--- config.mk ---
export PLATFORM = sky130hd
export DESIGN_NAME = ddr_word_link
export DESIGN_NICKNAME = d
export VERILOG_FILES = /design/src/rtl/ddr_word_pkg.sv /design/src/rtl/ddr_word_tx.sv /design/src/rtl/ddr_word_rx.sv /design/src/rtl/ddr_word_link.sv
export SDC_FILE = /design/constraint.sdc
export NUM_CORES = 1
export LEC_CHECK = 0
export CAP_MARGIN = 20
export CORE_ASPECT_RATIO = 1.5
export CORE_UTILIZATION = 45
export CTS_CLUSTER_DIAMETER = 30
export CTS_CLUSTER_SIZE = 12
export DETAILED_ROUTE_END_ITERATION = 8
export DONT_BUFFER_PORTS = 1
export PLACE_DENSITY_LB_ADDON = 0.1
export SKIP_LAST_GASP = 1
export SYNTH_ARGS = -nofsm -noshare
export SYNTH_HDL_FRONTEND = slang
export SYNTH_SLANG_ARGS = --single-unit
--- constraint.sdc ---
create_clock -name clk -period 1.8 [get_ports clk]
set_input_delay 0.36 -clock clk [delete_from_list [all_inputs] [get_ports clk]]
set_output_delay 0.36 -clock clk [all_outputs]
set_load 0.01 [all_outputs]
--- src/rtl/ddr_word_pkg.sv ---
package ddr_word_pkg;
  localparam int PAYLOAD_W = 16;
  localparam int PRE_W     = 2;
  localparam int PAR_W     = 2;
  localparam int WORD_W    = PRE_W + PAYLOAD_W + PAR_W;

  typedef enum logic [1:0] {
    KIND_CMD  = 2'd0,
    KIND_DATA = 2'd1,
    KIND_CRC  = 2'd2,
    KIND_RSVD = 2'd3
  } word_kind_e;

  function automatic logic [PRE_W-1:0] preamble_of(input word_kind_e k);
    case (k)
      KIND_CMD:  return 2'b01;
      KIND_DATA: return 2'b11;
      KIND_CRC:  return 2'b00;
      default:   return 2'b10;
    endcase
  endfunction

  function automatic word_kind_e kind_of(input logic [PRE_W-1:0] p);
    case (p)
      2'b01:   return KIND_CMD;
      2'b11:   return KIND_DATA;
      2'b00:   return KIND_CRC;
      default: return KIND_RSVD;
    endcase
  endfunction

  // XOR of payload bits whose index has the given low bit
  function automatic logic lane_xor(input logic [PAYLOAD_W-1:0] d, input logic odd);
    logic r;
    r = 1'b0;
    for (int i = 0; i < PAYLOAD_W; i++)
      if ((i % 2 == 1) == odd) r = r ^ d[i];
    return r;
  endfunction

  function automatic logic [PAR_W-1:0] parity_of(input logic [PAYLOAD_W-1:0] d);
    return {lane_xor(d, 1'b1), ~lane_xor(d, 1'b0)};
  endfunction
endpackage

--- src/rtl/ddr_word_tx.sv ---
module ddr_word_tx
  import ddr_word_pkg::*;
(
  input  logic                 clk,
  input  logic                 rst_n,
  input  logic                 in_valid,
  output logic                 in_ready,
  input  logic [1:0]           in_kind,
  input  logic [PAYLOAD_W-1:0] in_payload,
  output logic                 scl_o,
  output logic                 sda_o
);
  localparam int CNT_W = $clog2(WORD_W + 1);

  logic              busy_q;
  logic [CNT_W-1:0]  sent_q;
  logic [WORD_W-1:0] shift_q;
  logic              scl_q, sda_q;
  logic [WORD_W-1:0] frame;
  logic              last_bit, take;

  assign frame    = {preamble_of(word_kind_e'(in_kind)), in_payload, parity_of(in_payload)};
  assign last_bit = (sent_q == CNT_W'(WORD_W));
  assign in_ready = !busy_q || last_bit;
  assign take     = in_valid && in_ready;
  assign scl_o    = scl_q;
  assign sda_o    = sda_q;

  always_ff @(posedge clk or negedge rst_n) begin
    if (!rst_n) begin
      busy_q  <= 1'b0;
      sent_q  <= '0;
      shift_q <= '0;
      scl_q   <= 1'b0;
      sda_q   <= 1'b0;
    end else if (take) begin
      busy_q  <= 1'b1;
      sent_q  <= CNT_W'(1);
      sda_q   <= frame[WORD_W-1];
      shift_q <= frame << 1;
      scl_q   <= ~scl_q;
    end else if (busy_q && !last_bit) begin
      sent_q  <= sent_q + CNT_W'(1);
      sda_q   <= shift_q[WORD_W-1];
      shift_q <= shift_q << 1;
      scl_q   <= ~scl_q;
    end else if (busy_q) begin
      busy_q  <= 1'b0;
    end
  end


  mid_word_toggle_chk: assert property (@(posedge clk) disable iff (!rst_n)
    (busy_q && !last_bit) |=> (scl_o != $past(scl_o)));

  idle_hold_chk: assert property (@(posedge clk) disable iff (!rst_n)
    (in_ready && !in_valid) |=> $stable(scl_o));

  ready_drop_chk: assert property (@(posedge clk) disable iff (!rst_n)
    (in_valid && in_ready) |=> !in_ready);
endmodule

--- src/rtl/ddr_word_rx.sv ---
module ddr_word_rx
  import ddr_word_pkg::*;
(
  input  logic                 clk,
  input  logic                 rst_n,
  input  logic                 scl_i,
  input  logic                 sda_i,
  output logic                 out_valid,
  output logic [1:0]           out_kind,
  output logic [PAYLOAD_W-1:0] out_payload,
  output logic                 out_parity_err,
  output logic                 out_proto_err
);
  localparam int CNT_W = $clog2(WORD_W);

  logic              scl_s, sda_s, scl_d;
  logic              edge_seen;
  logic [CNT_W-1:0]  got_q;
  logic [WORD_W-2:0] acc_q;
  logic [WORD_W-1:0] full;
  logic [PAYLOAD_W-1:0] pay;
  logic [PRE_W-1:0]  pre;
  logic [PAR_W-1:0]  par_rx;

  assign edge_seen = scl_s ^ scl_d;
  assign full      = {acc_q, sda_s};
  assign pre       = full[WORD_W-1 -: PRE_W];
  assign pay       = full[PAR_W +: PAYLOAD_W];
  assign par_rx    = full[PAR_W-1:0];

  always_ff @(posedge clk or negedge rst_n) begin
    if (!rst_n) begin
      scl_s <= 1'b0;
      sda_s <= 1'b0;
      scl_d <= 1'b0;
    end else begin
      scl_s <= scl_i;
      sda_s <= sda_i;
      scl_d <= scl_s;
    end
  end

  always_ff @(posedge clk or negedge rst_n) begin
    if (!rst_n) begin
      got_q          <= '0;
      acc_q          <= '0;
      out_valid      <= 1'b0;
      out_kind       <= '0;
      out_payload    <= '0;
      out_parity_err <= 1'b0;
      out_proto_err  <= 1'b0;
    end else begin
      out_valid <= 1'b0;
      if (edge_seen) begin
        acc_q <= full[WORD_W-2:0];
        if (got_q == CNT_W'(WORD_W - 1)) begin
          got_q          <= '0;
          out_valid      <= 1'b1;
          out_kind       <= kind_of(pre);
          out_payload    <= pay;
          out_parity_err <= (par_rx != parity_of(pay));
          out_proto_err  <= (kind_of(pre) == KIND_RSVD);
        end else begin
          got_q <= got_q + CNT_W'(1);
        end
      end
    end
  end


  single_pulse_chk: assert property (@(posedge clk) disable iff (!rst_n)
    out_valid |=> !out_valid);

  proto_kind_chk: assert property (@(posedge clk) disable iff (!rst_n)
    (out_valid && out_proto_err) |-> (out_kind == 2'd3));
endmodule

--- src/rtl/ddr_word_link.sv ---
module ddr_word_link
  import ddr_word_pkg::*;
(
  input  logic                 clk,
  input  logic                 rst_n,
  input  logic                 tx_valid,
  output logic                 tx_ready,
  input  logic [1:0]           tx_kind,
  input  logic [PAYLOAD_W-1:0] tx_payload,
  output logic                 scl_o,
  output logic                 sda_o,
  input  logic                 scl_i,
  input  logic                 sda_i,
  output logic                 rx_valid,
  output logic [1:0]           rx_kind,
  output logic [PAYLOAD_W-1:0] rx_payload,
  output logic                 rx_parity_err,
  output logic                 rx_proto_err
);
  ddr_word_tx u_tx (
    .clk(clk), .rst_n(rst_n),
    .in_valid(tx_valid), .in_ready(tx_ready),
    .in_kind(tx_kind), .in_payload(tx_payload),
    .scl_o(scl_o), .sda_o(sda_o)
  );

  ddr_word_rx u_rx (
    .clk(clk), .rst_n(rst_n),
    .scl_i(scl_i), .sda_i(sda_i),
    .out_valid(rx_valid), .out_kind(rx_kind), .out_payload(rx_payload),
    .out_parity_err(rx_parity_err), .out_proto_err(rx_proto_err)
  );


  reset_quiet_chk: assert property (@(posedge clk) $rose(rst_n) |-> (tx_ready && !rx_valid));
endmodule

==> results by group <==
Outcome
  – Status: complete, but fails checks
  – Violated checks: negative hold slack

Yosys
  – Post-synth cell types: 28
  – Synth Instances: ~300
  – Synth Register Bits: 75
  – Seq/Total Area, Yosys: about 57%
  – Synthesis Warnings: 0
  – Cell Area, Synth: 3311 um2
  – Net Count, Synth: 328
  – Synthesized area per cell: 10.96 um2

Worst setup path
  – Crit path to: tx_ready
  – Worst path bufs/invs: 2
  – R2r worst-path depth: 7
  – CP delay by family, top: flip-flops
  – Cell chain of the critical path: inv_2 -> ha_4 -> nand4b_1 -> and2_4 -> inv_6
  – Slowest cell on crit path: dfrtp_1
  – CP startpoint: u_tx.sent_q[0]
  – Crit path depth: 5
  – Worst r2r dst: u_rx.out_payload[5]
  – Worst-path fanout max: 6
  – CP Launch Type: register
  – Setup slack, reg-to-reg: 200 ps
  – Reg-to-Reg Start: u_rx.scl_d
  – Critical path class: register to output port
  – Crit path required time: 1440 ps
  – CP peak stage delay: slightly above 400 ps
  – CP arrival: about 1400 ps
  – CP Capture Type: output port

Clock tree
  – Maximum clock insertion buffer count: 2
  – H-Tree Depth: 3
  – Clk_lat worst skew: between 300 and 400 ps
  – Cts bufs inserted: 9
  – Root Driver: clkbuf_8
  – Clock-pin slew on the worst setup and hold paths: 80 ps
  – CTS tree: yes
  – Clock Sinks: 75

Power and ir drop
  – Leakage: ~1.7 nW
  – VDD IR-drop max: 863.2 uV
  – Power Density: ~1700 nW/um2

Global routing
  – Largest net degree at the start of global routing: between 70 and 80
  – Vias in the first global route: between 2000 and 2500
  – GRT Residual Overflow: 0
  – Antenna violations before repair: 0
  – First-pass GRT wire length: 10.03 mm
  – Total Routing Usage GR: 17.09%

Placed design
  – GPL Wtd Cong: 0.7054
  – Place WS: between 150 and 200 ps
  – # port buffers: 0
  – Dpl cells: 389
  – Hpwl dp: 3.869 mm

Detailed routing
  – Antenna-violating nets left: 0
  – DRT Pass-1 Iters: 4
  – Drt wl/cell: 14.08 um
  – Via Count: slightly above 2000
  – Routed Wire Length: 5.745 mm
  – DR vias/cell: 4.946
  – 1st-iter DRT viols: 129
  – DRC violations left: 0

Layout
  – Layout cells sized above 1: between 15 and 20%
  – Ant diodes: 0
  – P&R area growth vs syn: 11.49%
  – Register area: around 1900 um2
  – Post-route insts no fill: 408
  – Filler cells: 640
  – Nets@finish: around 330
  – Area of the multi-input gates: about 1400 um2
  – Final core occ: 52.80%

STA
  – Final Setup Violations: 0
  – Final Hold Viols: 75
  – Pins Over Slew Limit: 0
  – Hold slack: -302.8 ps
  – Setup TNS Final: 0 ps
  – Fmax: 581.1 MHz
  – Worst Max-Slew Pin Slew: 324.5 ps
  – RSZ-0062 raised after global routing: yes
  – Clock Skew: 9.104 ps
  – Final worst-path setup slack: 79.22 ps
  – Fin crit period: 1721 ps
  – Rel. slew slack: about four fifths
  – Period utilization: 95.60%

Floorplan
  – Core Box Area: 6990 um2
  – Top-Level Pins: 47
  – DIE HEIGHT: 107.1 um
  – Rows: 37
  – Initial core utilization: 47.36%
  – Full die area: approximately 7700 um2
  – Die width: a little over 70 um

Worst hold path
  – Hold WC Path Type: primary input to async pin

Flow run
  – Max cap viols: 0
==> kinds of logic (layout without fill, tap and decap cells) <==
| family | Yosys count | in the layout | share of synthesized area, % |
|---|---|---|---|
| buffers and inverters | 22 | 31 | 2.872 |
| AND/OR/NAND/NOR | 94 | 94 | 11.60 |
| multiplexers | 41 | 41 | 13.15 |
| flip-flops | 75 | 75 | 56.69 |
| XOR/XNOR | 35 | 35 | 9.486 |
| AO/OA/AOI/OAI | 32 | 32 | 5.065 |
| adder cells (fa/ha/maj) | 3 | 3 | 1.134 |
==> registers in the layout (all words and copies together) (netlist names) <==
signal / flops
u_rx.out_payload: 16
u_rx.out_parity_err: 1
u_rx.acc_q: 19
u_rx.sda_s: 1
u_rx.out_kind: 2
u_tx.busy_q: 1
u_rx.out_proto_err: 1
u_tx.sent_q: 5
u_rx.scl_d: 1
u_tx.sda_o: 1
u_rx.got_q: 5
u_rx.scl_s: 1
u_rx.out_valid: 1
u_tx.shift_q: 19
u_tx.scl_o: 1
==> through the flow <==
step	hold WS (ps)	total power [mW]	area, um2
3_5_place_dp	66.45	4.778	3422
6_report	-302.8	6.233	3691
3_3_place_gp	66.50	4.720	3422
5_1_grt	-324.8	6.764	3691
4_1_cts	-317.6	6.255	3654
2_1_floorplan	64.41	4.362	3311
==> layer usage <==
| metal | GRT usage [%] | wire length [um] |
|---|---|---|
| met5 | 0 | 0 |
| met2 | 28.30 | 2964 |
| met4 | 8.403 | 112 |
| met3 | 4.511 | 308 |
| met1 | 20.39 | 2359 |
==> placed cells by master, fill, tap and decap left out, drive strengths merged <==
cell / count
nand2: 77
dfrtp: 75
xnor2: 31
o21ai: 26
mux2i: 21
mux2: 20
clkbuf: 11
inv: 8
nor2: 7
buf: 7
xor2: 4
clkinv: 3
ha: 3
nand2b: 2
a21oi: 2
o31ai: 2
nand3: 2
bufinv: 2
or3: 1
nand4b: 1
and2: 1
nand4: 1
a31oi: 1
o22ai: 1
and3: 1
nand3b: 1
==> repair_timing <==
action | CTS | global route
gates resized for setup | 4 | 5
hold endpoints to repair | 75 | 75
pin swaps | 1 | 2
setup buffers | 0 | 3
setup endpoints to repair | 1 | 1
==> Yosys cell counts, drive strengths merged <==
cell / n / area (um2)
a21oi: 2 / 10.01
a31oi: 1 / 6.260
and2: 1 / 6.260
and3: 1 / 6.260
buf: 6 / 35.03
clkbuf: 8 / 30.03
dfrtp: 75 / 1877
ha: 3 / 37.54
inv: 8 / 30.03
mux2: 20 / 225.2
mux2i: 21 / 210.2
nand2: 77 / 289.0
nand2b: 2 / 12.51
nand3: 2 / 10.01
nand3b: 1 / 7.510
nand4: 1 / 6.260
nand4b: 1 / 8.760
nor2: 7 / 26.28
o21ai: 26 / 130.1
o22ai: 1 / 6.260
o31ai: 2 / 15.01
or3: 1 / 11.26
xnor2: 31 / 271.5
xor2: 4 / 42.55
==> report_power, final <==
group / switching, mW / internal (mW)
Clock: 0.606 / 0.849
Sequential: 0.649 / 2.34
Combinational: 0.800 / 0.989
Total: 2.05 / 4.18
==> worst min path at each step <==
stage,startpoint,end,slack (ps)
2_1_floorplan,rst_n,u_rx.acc_q[0],60
3_3_place_gp,rst_n,u_tx.sent_q[2],70
3_5_place_dp,rst_n,u_tx.sent_q[2],70
4_1_cts,rst_n,u_tx.sent_q[2],-320
5_1_grt,rst_n,u_tx.sent_q[2],-320
6_report,rst_n,u_tx.sent_q[2],-300
==> layout make-up <==
| cell class | count | area share [%] |
|---|---|---|
| clock buffer | 11 | 4.102 |
| clock inverter | 5 | 2.034 |
| inverter | 8 | 0.9492 |
| multi-input combinational | 205 | 36.68 |
| sequential | 75 | 50.85 |
| tap | 97 | 3.288 |
| timing repair buffer | 7 | 2.102 |
Note: power is estimated with default switching activity, not from simulation.
